`src/rtl/osc_su_pkg.sv`:
```
package osc_su_pkg;

   // Terminal-detect variant used by the wait timer
   typedef enum logic [0:0] {
      SU_DEC_CMP = 1'b0,   // compare counter against shifted one
      SU_DEC_BIT = 1'b1    // test the single counter bit selected by the exponent
   } su_dec_e;

   // Number of slow-clock cycles for a given exponent
   function automatic int unsigned su_cycles(input int unsigned sel);
      return 32'd1 << sel;
   endfunction

endpackage

```
`src/rtl/osc_su_cfg.sv`:
```
module osc_su_cfg #(
   parameter int unsigned          SEL_W   = 4,
   parameter logic [SEL_W-1:0]     RST_SEL = 'hD
) (
   input  logic             clk_i,
   input  logic             rst_ni,
   input  logic             en_i,
   input  logic [SEL_W-1:0] sel_i,
   input  logic             od_i,
   output logic [SEL_W-1:0] sel_q_o,
   output logic             od_q_o
);

   logic [SEL_W-1:0] sel_q;
   logic             od_q;

   // Settings track the inputs only while disabled
   always_ff @(posedge clk_i or negedge rst_ni) begin
      if (!rst_ni) begin
         sel_q <= RST_SEL;
         od_q  <= 1'b0;
      end else if (!en_i) begin
         sel_q <= sel_i;
         od_q  <= od_i;
      end
   end

   assign sel_q_o = sel_q;
   assign od_q_o  = od_q;

endmodule

```
`src/rtl/osc_su_run.sv`:
```
module osc_su_run (
   input  logic clk_i,
   input  logic rst_ni,
   input  logic en_i,
   input  logic od_i,
   input  logic req_i,
   output logic run_d_o,
   output logic run_q_o
);

   logic run_d;
   logic run_q;

   always_comb begin
      run_d = en_i & (~od_i | req_i);
   end

   always_ff @(posedge clk_i or negedge rst_ni) begin
      if (!rst_ni) run_q <= 1'b0;
      else         run_q <= run_d;
   end

   assign run_d_o = run_d;
   assign run_q_o = run_q;

endmodule

```
`src/rtl/osc_su_timer.sv`:
```
module osc_su_timer
   import osc_su_pkg::*;
#(
   parameter int unsigned SEL_W = 4,
   parameter int unsigned CNT_W = 16,
   parameter su_dec_e     DEC   = SU_DEC_CMP
) (
   input  logic             clk_i,
   input  logic             rst_ni,
   input  logic             run_i,
   input  logic             run_next_i,
   input  logic [SEL_W-1:0] sel_i,
   output logic             ready_o,
   output logic             fd_allow_o
);

   localparam logic [CNT_W-1:0] CNT_ONE = CNT_W'(1);

   logic [CNT_W-1:0] cnt_q;
   logic             hit;
   logic             fd_q;

   generate
      if (DEC == SU_DEC_CMP) begin : g_dec_cmp
         logic [CNT_W-1:0] term;
         always_comb term = CNT_ONE << sel_i;
         assign hit = (cnt_q == term);
      end else begin : g_dec_bit
         // Counter stops at 2^sel, so that bit alone marks the end
         assign hit = cnt_q[sel_i];
      end
   endgenerate

   // Counts edges of an active run, holding at the terminal count
   always_ff @(posedge clk_i or negedge rst_ni) begin
      if (!rst_ni)      cnt_q <= '0;
      else if (!run_i)  cnt_q <= '0;
      else if (!hit)    cnt_q <= cnt_q + CNT_ONE;
   end

   assign ready_o = run_i & hit;

   // Detection permission trails ready by one edge and drops with run
   always_ff @(posedge clk_i or negedge rst_ni) begin
      if (!rst_ni) fd_q <= 1'b0;
      else         fd_q <= ready_o & run_next_i;
   end

   assign fd_allow_o = fd_q;

endmodule

```
`src/rtl/osc_startup_seq.sv`:
```
module osc_startup_seq
   import osc_su_pkg::*;
#(
   parameter int unsigned      SEL_W   = 4,
   parameter int unsigned      CNT_W   = 16,
   parameter logic [SEL_W-1:0] RST_SEL = 'hD,
   parameter su_dec_e          DEC     = SU_DEC_CMP
) (
   input  logic             clk_i,
   input  logic             rst_ni,
   input  logic             en_i,
   input  logic [SEL_W-1:0] startup_sel_i,
   input  logic             on_demand_i,
   input  logic             clk_req_i,
   output logic             osc_run_o,
   output logic             clk_ready_o,
   output logic             fd_allow_o
);

   localparam int unsigned MAX_EXP = (1 << SEL_W) - 1;

   generate
      if (CNT_W <= MAX_EXP) begin : g_bad_cnt
         $error("CNT_W must exceed the largest start-up exponent");
      end
      if (CNT_W > 32) begin : g_bad_wide
         $error("CNT_W above 32 is not supported");
      end
   endgenerate

   logic [SEL_W-1:0] cfg_sel_q;
   logic             cfg_od_q;
   logic             run_d;
   logic             run_q;

   osc_su_cfg #(.SEL_W(SEL_W), .RST_SEL(RST_SEL)) u_cfg (
      .clk_i   (clk_i),
      .rst_ni  (rst_ni),
      .en_i    (en_i),
      .sel_i   (startup_sel_i),
      .od_i    (on_demand_i),
      .sel_q_o (cfg_sel_q),
      .od_q_o  (cfg_od_q)
   );

   osc_su_run u_run (
      .clk_i   (clk_i),
      .rst_ni  (rst_ni),
      .en_i    (en_i),
      .od_i    (cfg_od_q),
      .req_i   (clk_req_i),
      .run_d_o (run_d),
      .run_q_o (run_q)
   );

   osc_su_timer #(.SEL_W(SEL_W), .CNT_W(CNT_W), .DEC(DEC)) u_tmr (
      .clk_i      (clk_i),
      .rst_ni     (rst_ni),
      .run_i      (run_q),
      .run_next_i (run_d),
      .sel_i      (cfg_sel_q),
      .ready_o    (clk_ready_o),
      .fd_allow_o (fd_allow_o)
   );

   assign osc_run_o = run_q;

endmodule

```
`config.mk`:
```
export PLATFORM = sky130hd
export DESIGN_NAME = osc_startup_seq
export DESIGN_NICKNAME = d
export VERILOG_FILES = /design/src/rtl/osc_su_pkg.sv /design/src/rtl/osc_su_cfg.sv /design/src/rtl/osc_su_run.sv /design/src/rtl/osc_su_timer.sv /design/src/rtl/osc_startup_seq.sv
export SDC_FILE = /design/constraint.sdc
export NUM_CORES = 1
export LEC_CHECK = 0
export ABC_AREA = 1
export CORE_MARGIN = 2
export CORE_UTILIZATION = 50
export CTS_CLUSTER_SIZE = 25
export DETAILED_ROUTE_END_ITERATION = 16
export DONT_BUFFER_PORTS = 1
export PLACE_DENSITY = 0.68
export SLEW_MARGIN = 20
export SYNTH_ARGS = -nofsm -noshare
export SYNTH_HDL_FRONTEND = slang
export SYNTH_HIERARCHICAL = 1
export SYNTH_SLANG_ARGS = --single-unit
```
`constraint.sdc`:
```
create_clock -name clk_i -period 2.6 [get_ports clk_i]
set_input_delay 0.13 -clock clk_i [delete_from_list [all_inputs] [get_ports clk_i]]
set_output_delay 0.13 -clock clk_i [all_outputs]
set_load 0.005 [all_outputs]
```
==> impl_metrics.xml <==
<?xml version="1.0" encoding="UTF-8"?>
<metrics>
  <group name="worst_setup_path">
    <metric name="worst-endpoint-required" unit="ns">2.47</metric>
    <metric name="critical_path_peak_fanout" unit="">17</metric>
    <metric name="timing.critical_path.to_type" unit="">primary output</metric>
    <metric name="worst_r2r_startpoint" unit="">u_cfg/sel_q_o[3]$_DFFE_PN1N_</metric>
    <metric name="setup_slack_of_the_most_critical_reg_to_reg_path" unit="ns">0.65</metric>
    <metric name="cp.arrival" unit="ns">2.10</metric>
    <metric name="crit-reg2reg-capture" unit="">u_tmr/cnt_q[0]$_DFFE_PN0P_</metric>
    <metric name="worst-setup-path-type" unit="">reg -&gt; out</metric>
    <metric name="ff2ff_path_depth" unit="">9</metric>
    <metric name="worst_setup_path_start_kind" unit="">flop</metric>
  </group>
  <group name="drt">
    <metric name="drt-total-wl" unit="um">3690</metric>
    <metric name="postRouteAntennaNets" unit="">0</metric>
    <metric name="drt_first_iter_violations" unit="">122</metric>
    <metric name="route.detailed.wl_per_inst" unit="um">14.1</metric>
    <metric name="detailedRoute.firstPassIterationCount" unit="">4</metric>
    <metric name="drt-vias-per-instance" unit="">5.63</metric>
    <metric name="via_count" unit="">1476</metric>
    <metric name="drcViolationCount" unit="">0</metric>
  </group>
  <group name="worst_hold_path">
    <metric name="min-delay-path-class" unit="">in -&gt; async</metric>
  </group>
  <group name="finish">
    <metric name="num-nets-final" unit="">240</metric>
    <metric name="mostFrequentLayoutCell" unit="">nand2_1</metric>
    <metric name="num_antenna_cells" unit="">0</metric>
    <metric name="layout-drive-gt1-share" unit="">0.140</metric>
    <metric name="syn_to_final_growth" unit="%">8.08</metric>
    <metric name="most-common-layout-cells" unit="">nand2_1 (68), inv_1 (27), dfrtp_1 (20)</metric>
    <metric name="finish.utilization" unit="">0.557</metric>
    <metric name="fill_cells" unit="">293</metric>
  </group>
  <group name="yosys">
    <metric name="synth_top_family_by_area" unit="">simple AND/OR/NAND/NOR gates</metric>
    <metric name="syn_area" unit="um^2">1530</metric>
    <metric name="synth_mux_area_frac" unit="">0</metric>
    <metric name="syn-instance-count" unit="">221</metric>
    <metric name="syn_area_per_cell" unit="um^2">6.94</metric>
    <metric name="yosysWarnings" unit="">6</metric>
    <metric name="synth_xor_area_frac" unit="">0.00571</metric>
    <metric name="syn_nets" unit="">231</metric>
    <metric name="ys_seq_elements" unit="">23</metric>
    <metric name="synth_fa_ha_area_frac" unit="">0.00816</metric>
    <metric name="yosysUniqueCellTypes" unit="">27</metric>
    <metric name="synth_simple_gate_area_share" unit="">0.415</metric>
    <metric name="synth_compound_gate_area_share" unit="">0.0889</metric>
    <metric name="ys_seq_area_frac" unit="">0.378</metric>
  </group>
  <group name="floorplanning">
    <metric name="floorplan.die_area" unit="um^2">3530</metric>
    <metric name="core" unit="um^2">2980</metric>
    <metric name="floorplan_die_width" unit="um">59.4</metric>
    <metric name="floorplan.die.height" unit="um">59.4</metric>
    <metric name="pin_count" unit="">12</metric>
    <metric name="floorplan.initialDensity" unit="">0.515</metric>
    <metric name="fp-row-count" unit="">20</metric>
  </group>
  <group name="global_routing">
    <metric name="grt_pass1_wl" unit="um">6150</metric>
    <metric name="gr-usage-all-layers" unit="">0.233</metric>
    <metric name="grt_max_degree" unit="">24</metric>
    <metric name="via_count_of_the_first_global_routing_pass" unit="">1385</metric>
    <metric name="antenna_found_initial" unit="">0</metric>
    <metric name="grt_overflow_total" unit="">0</metric>
  </group>
  <group name="sta">
    <metric name="fin_crit_sh" unit="">0.859</metric>
    <metric name="final-hold-violation-count" unit="">0</metric>
    <metric name="post-route-min-period" unit="ns">2.23</metric>
    <metric name="worst_clock_skew" unit="ns">0.00207</metric>
    <metric name="tightest_slew" unit="ns">0.505</metric>
    <metric name="rsz0062_at_grt" unit="">false</metric>
    <metric name="timing.final.setup_violations" unit="">0</metric>
    <metric name="timing.max_slew.rel_slack" unit="">0.664</metric>
    <metric name="max_freq" unit="MHz">448</metric>
    <metric name="totalNegativeSetupSlack" unit="ns">0</metric>
    <metric name="slew_violations" unit="">0</metric>
  </group>
  <group name="place">
    <metric name="dp.final_hpwl" unit="um">2780</metric>
    <metric name="gp_congestion" unit="">0.912</metric>
    <metric name="io_buffer_count" unit="">0</metric>
  </group>
  <group name="power">
    <metric name="cell_internal_pwr" unit="W">0.000498</metric>
    <metric name="sequentialPowerShare" unit="">0.549</metric>
    <metric name="combPwrFrac" unit="">0.227</metric>
    <metric name="leakage" unit="nW">0.754</metric>
    <metric name="power.switching_fraction" unit="">0.340</metric>
    <metric name="irDropWorstVdd" unit="uV">246</metric>
    <metric name="clockPowerShare" unit="">0.224</metric>
    <metric name="switchingPower" unit="W">0.000256</metric>
    <metric name="cellPowerDensity" unit="nW/um^2">455</metric>
  </group>
  <group name="clocking">
    <metric name="post_cts_resized" unit="">0</metric>
    <metric name="numClockSinks" unit="">23</metric>
    <metric name="clock_tree.buffer_depth" unit="">2</metric>
    <metric name="postCtsHoldBufs" unit="">8</metric>
    <metric name="clkLatencyLatePin" unit="ns">0.31</metric>
    <metric name="cts.clk_slew.worst_paths" unit="ns">0.13</metric>
    <metric name="postCtsSetupRepairBufs" unit="">0</metric>
    <metric name="tritoncts" unit="">yes</metric>
    <metric name="cts-htree-levels" unit="">1</metric>
    <metric name="ctsRootBufferMaster" unit="">clkbuf_4</metric>
    <metric name="tritoncts.num_buffers" unit="">3</metric>
  </group>
  <group name="status">
    <metric name="status" unit="">finished clean</metric>
  </group>
  <group name="run">
    <metric name="max-cap-violations" unit="">0</metric>
  </group>
</metrics>
## logic make-up after synthesis
family / count (synthesis)
AO/OA/AOI/OAI: 24
AND/OR/NAND/NOR: 133
adder cells (fa/ha/maj): 1
buffers and inverters: 39
flip-flops: 23
XOR/XNOR: 1
## metal layers
layer	vias up	track usage	share of wire
met4	0	0.0942	0.0087
met2	38	0.364	0.48
met5	-	0	0
li1	735	-	-
met3	2	0.0306	0.052
met1	701	0.326	0.46
## sequential cells by signal (all words and copies together) (netlist names)
register          cells
u_cfg/od_q_o          1
u_cfg/sel_q_o         4
u_run/run_q_o         1
u_tmr/cnt_q          16
u_tmr/fd_allow_o      1
## through the flow
stage | power, W | hold WS (ns) | cell area [um^2] | instances | worst slack, ns
after floorplan | 0.000541 | -0.166 | 1530 | 221 | 0.972
after global placement | 0.000562 | -0.165 | 1550 | 249 | 0.835
after detailed placement | 0.000571 | -0.165 | 1550 | 249 | 0.691
after CTS | 0.000755 | 0.443 | 1650 | 261 | 0.386
after global routing | 0.000795 | 0.347 | 1660 | 262 | 0.237
final | 0.000754 | 0.305 | 1660 | 262 | 0.368
## layout make-up
class                      instances  area (um^2)  area share
clock buffer                       4         26.3      0.0158
inverter                          33          124      0.0747
multi-input combinational        159          795       0.479
sequential                        23          579       0.349
tap                               33         41.3      0.0249
timing repair buffer              10         92.6      0.0558
## worst max-delay path by stage
stage                                  from                          to  slack [ns]  cells after the start
6_report       u_cfg/sel_q_o[3]$_DFFE_PN1N_                 clk_ready_o        0.37                      8
5_1_grt        u_cfg/sel_q_o[3]$_DFFE_PN1N_                 clk_ready_o        0.24                      8
4_1_cts        u_cfg/sel_q_o[3]$_DFFE_PN1N_                 clk_ready_o        0.39                      8
3_5_place_dp   u_cfg/sel_q_o[3]$_DFFE_PN1N_  u_tmr/cnt_q[0]$_DFFE_PN0P_        0.69                      9
3_3_place_gp   u_cfg/sel_q_o[3]$_DFFE_PN1N_  u_tmr/cnt_q[0]$_DFFE_PN0P_        0.83                      9
2_1_floorplan  u_cfg/sel_q_o[3]$_DFFE_PN1N_  u_tmr/cnt_q[0]$_DFFE_PN0P_        0.97                     11
## critical path, cell delays in order (launching register included)
cell and delay (ns):
dfstp_2 0.72, inv_1 0.26, nand4_1 0.16, nand2_1 0.07, nor2_1 0.11, nand2_1 0.07
nor2_2 0.20, nand3_4 0.13, inv_2 0.08
## synthesized netlist by cell type, drive strengths merged
cell type	count	area, um^2
nand2	70	268
nor2	27	154
o21ai	10	53.8
ha	1	12.5
dfrtp	20	500
a21oi	11	58.8
a221oi	1	8.76
o211ai	1	7.51
nor3	4	20.0
inv	33	124
buf	5	32.5
dfstp	3	78.8
a211oi	1	7.51
xor2	1	8.76
nor4	1	6.26
nand3	14	82.6
nand4	17	106
clkbuf	1	3.75
## power by group through the flow
stage | Sequential, W | Combinational [W] | Clock [W]
final | 0.000414 | 0.000171 | 0.000169
after floorplan | 0.000405 | 0.000136 | 0
after global routing | 0.000418 | 0.000191 | 0.000186
after detailed placement | 0.000421 | 0.000150 | 0
after CTS | 0.000414 | 0.000170 | 0.000172
after global placement | 0.000421 | 0.000142 | 0
Power figures use the tool's default switching activity.
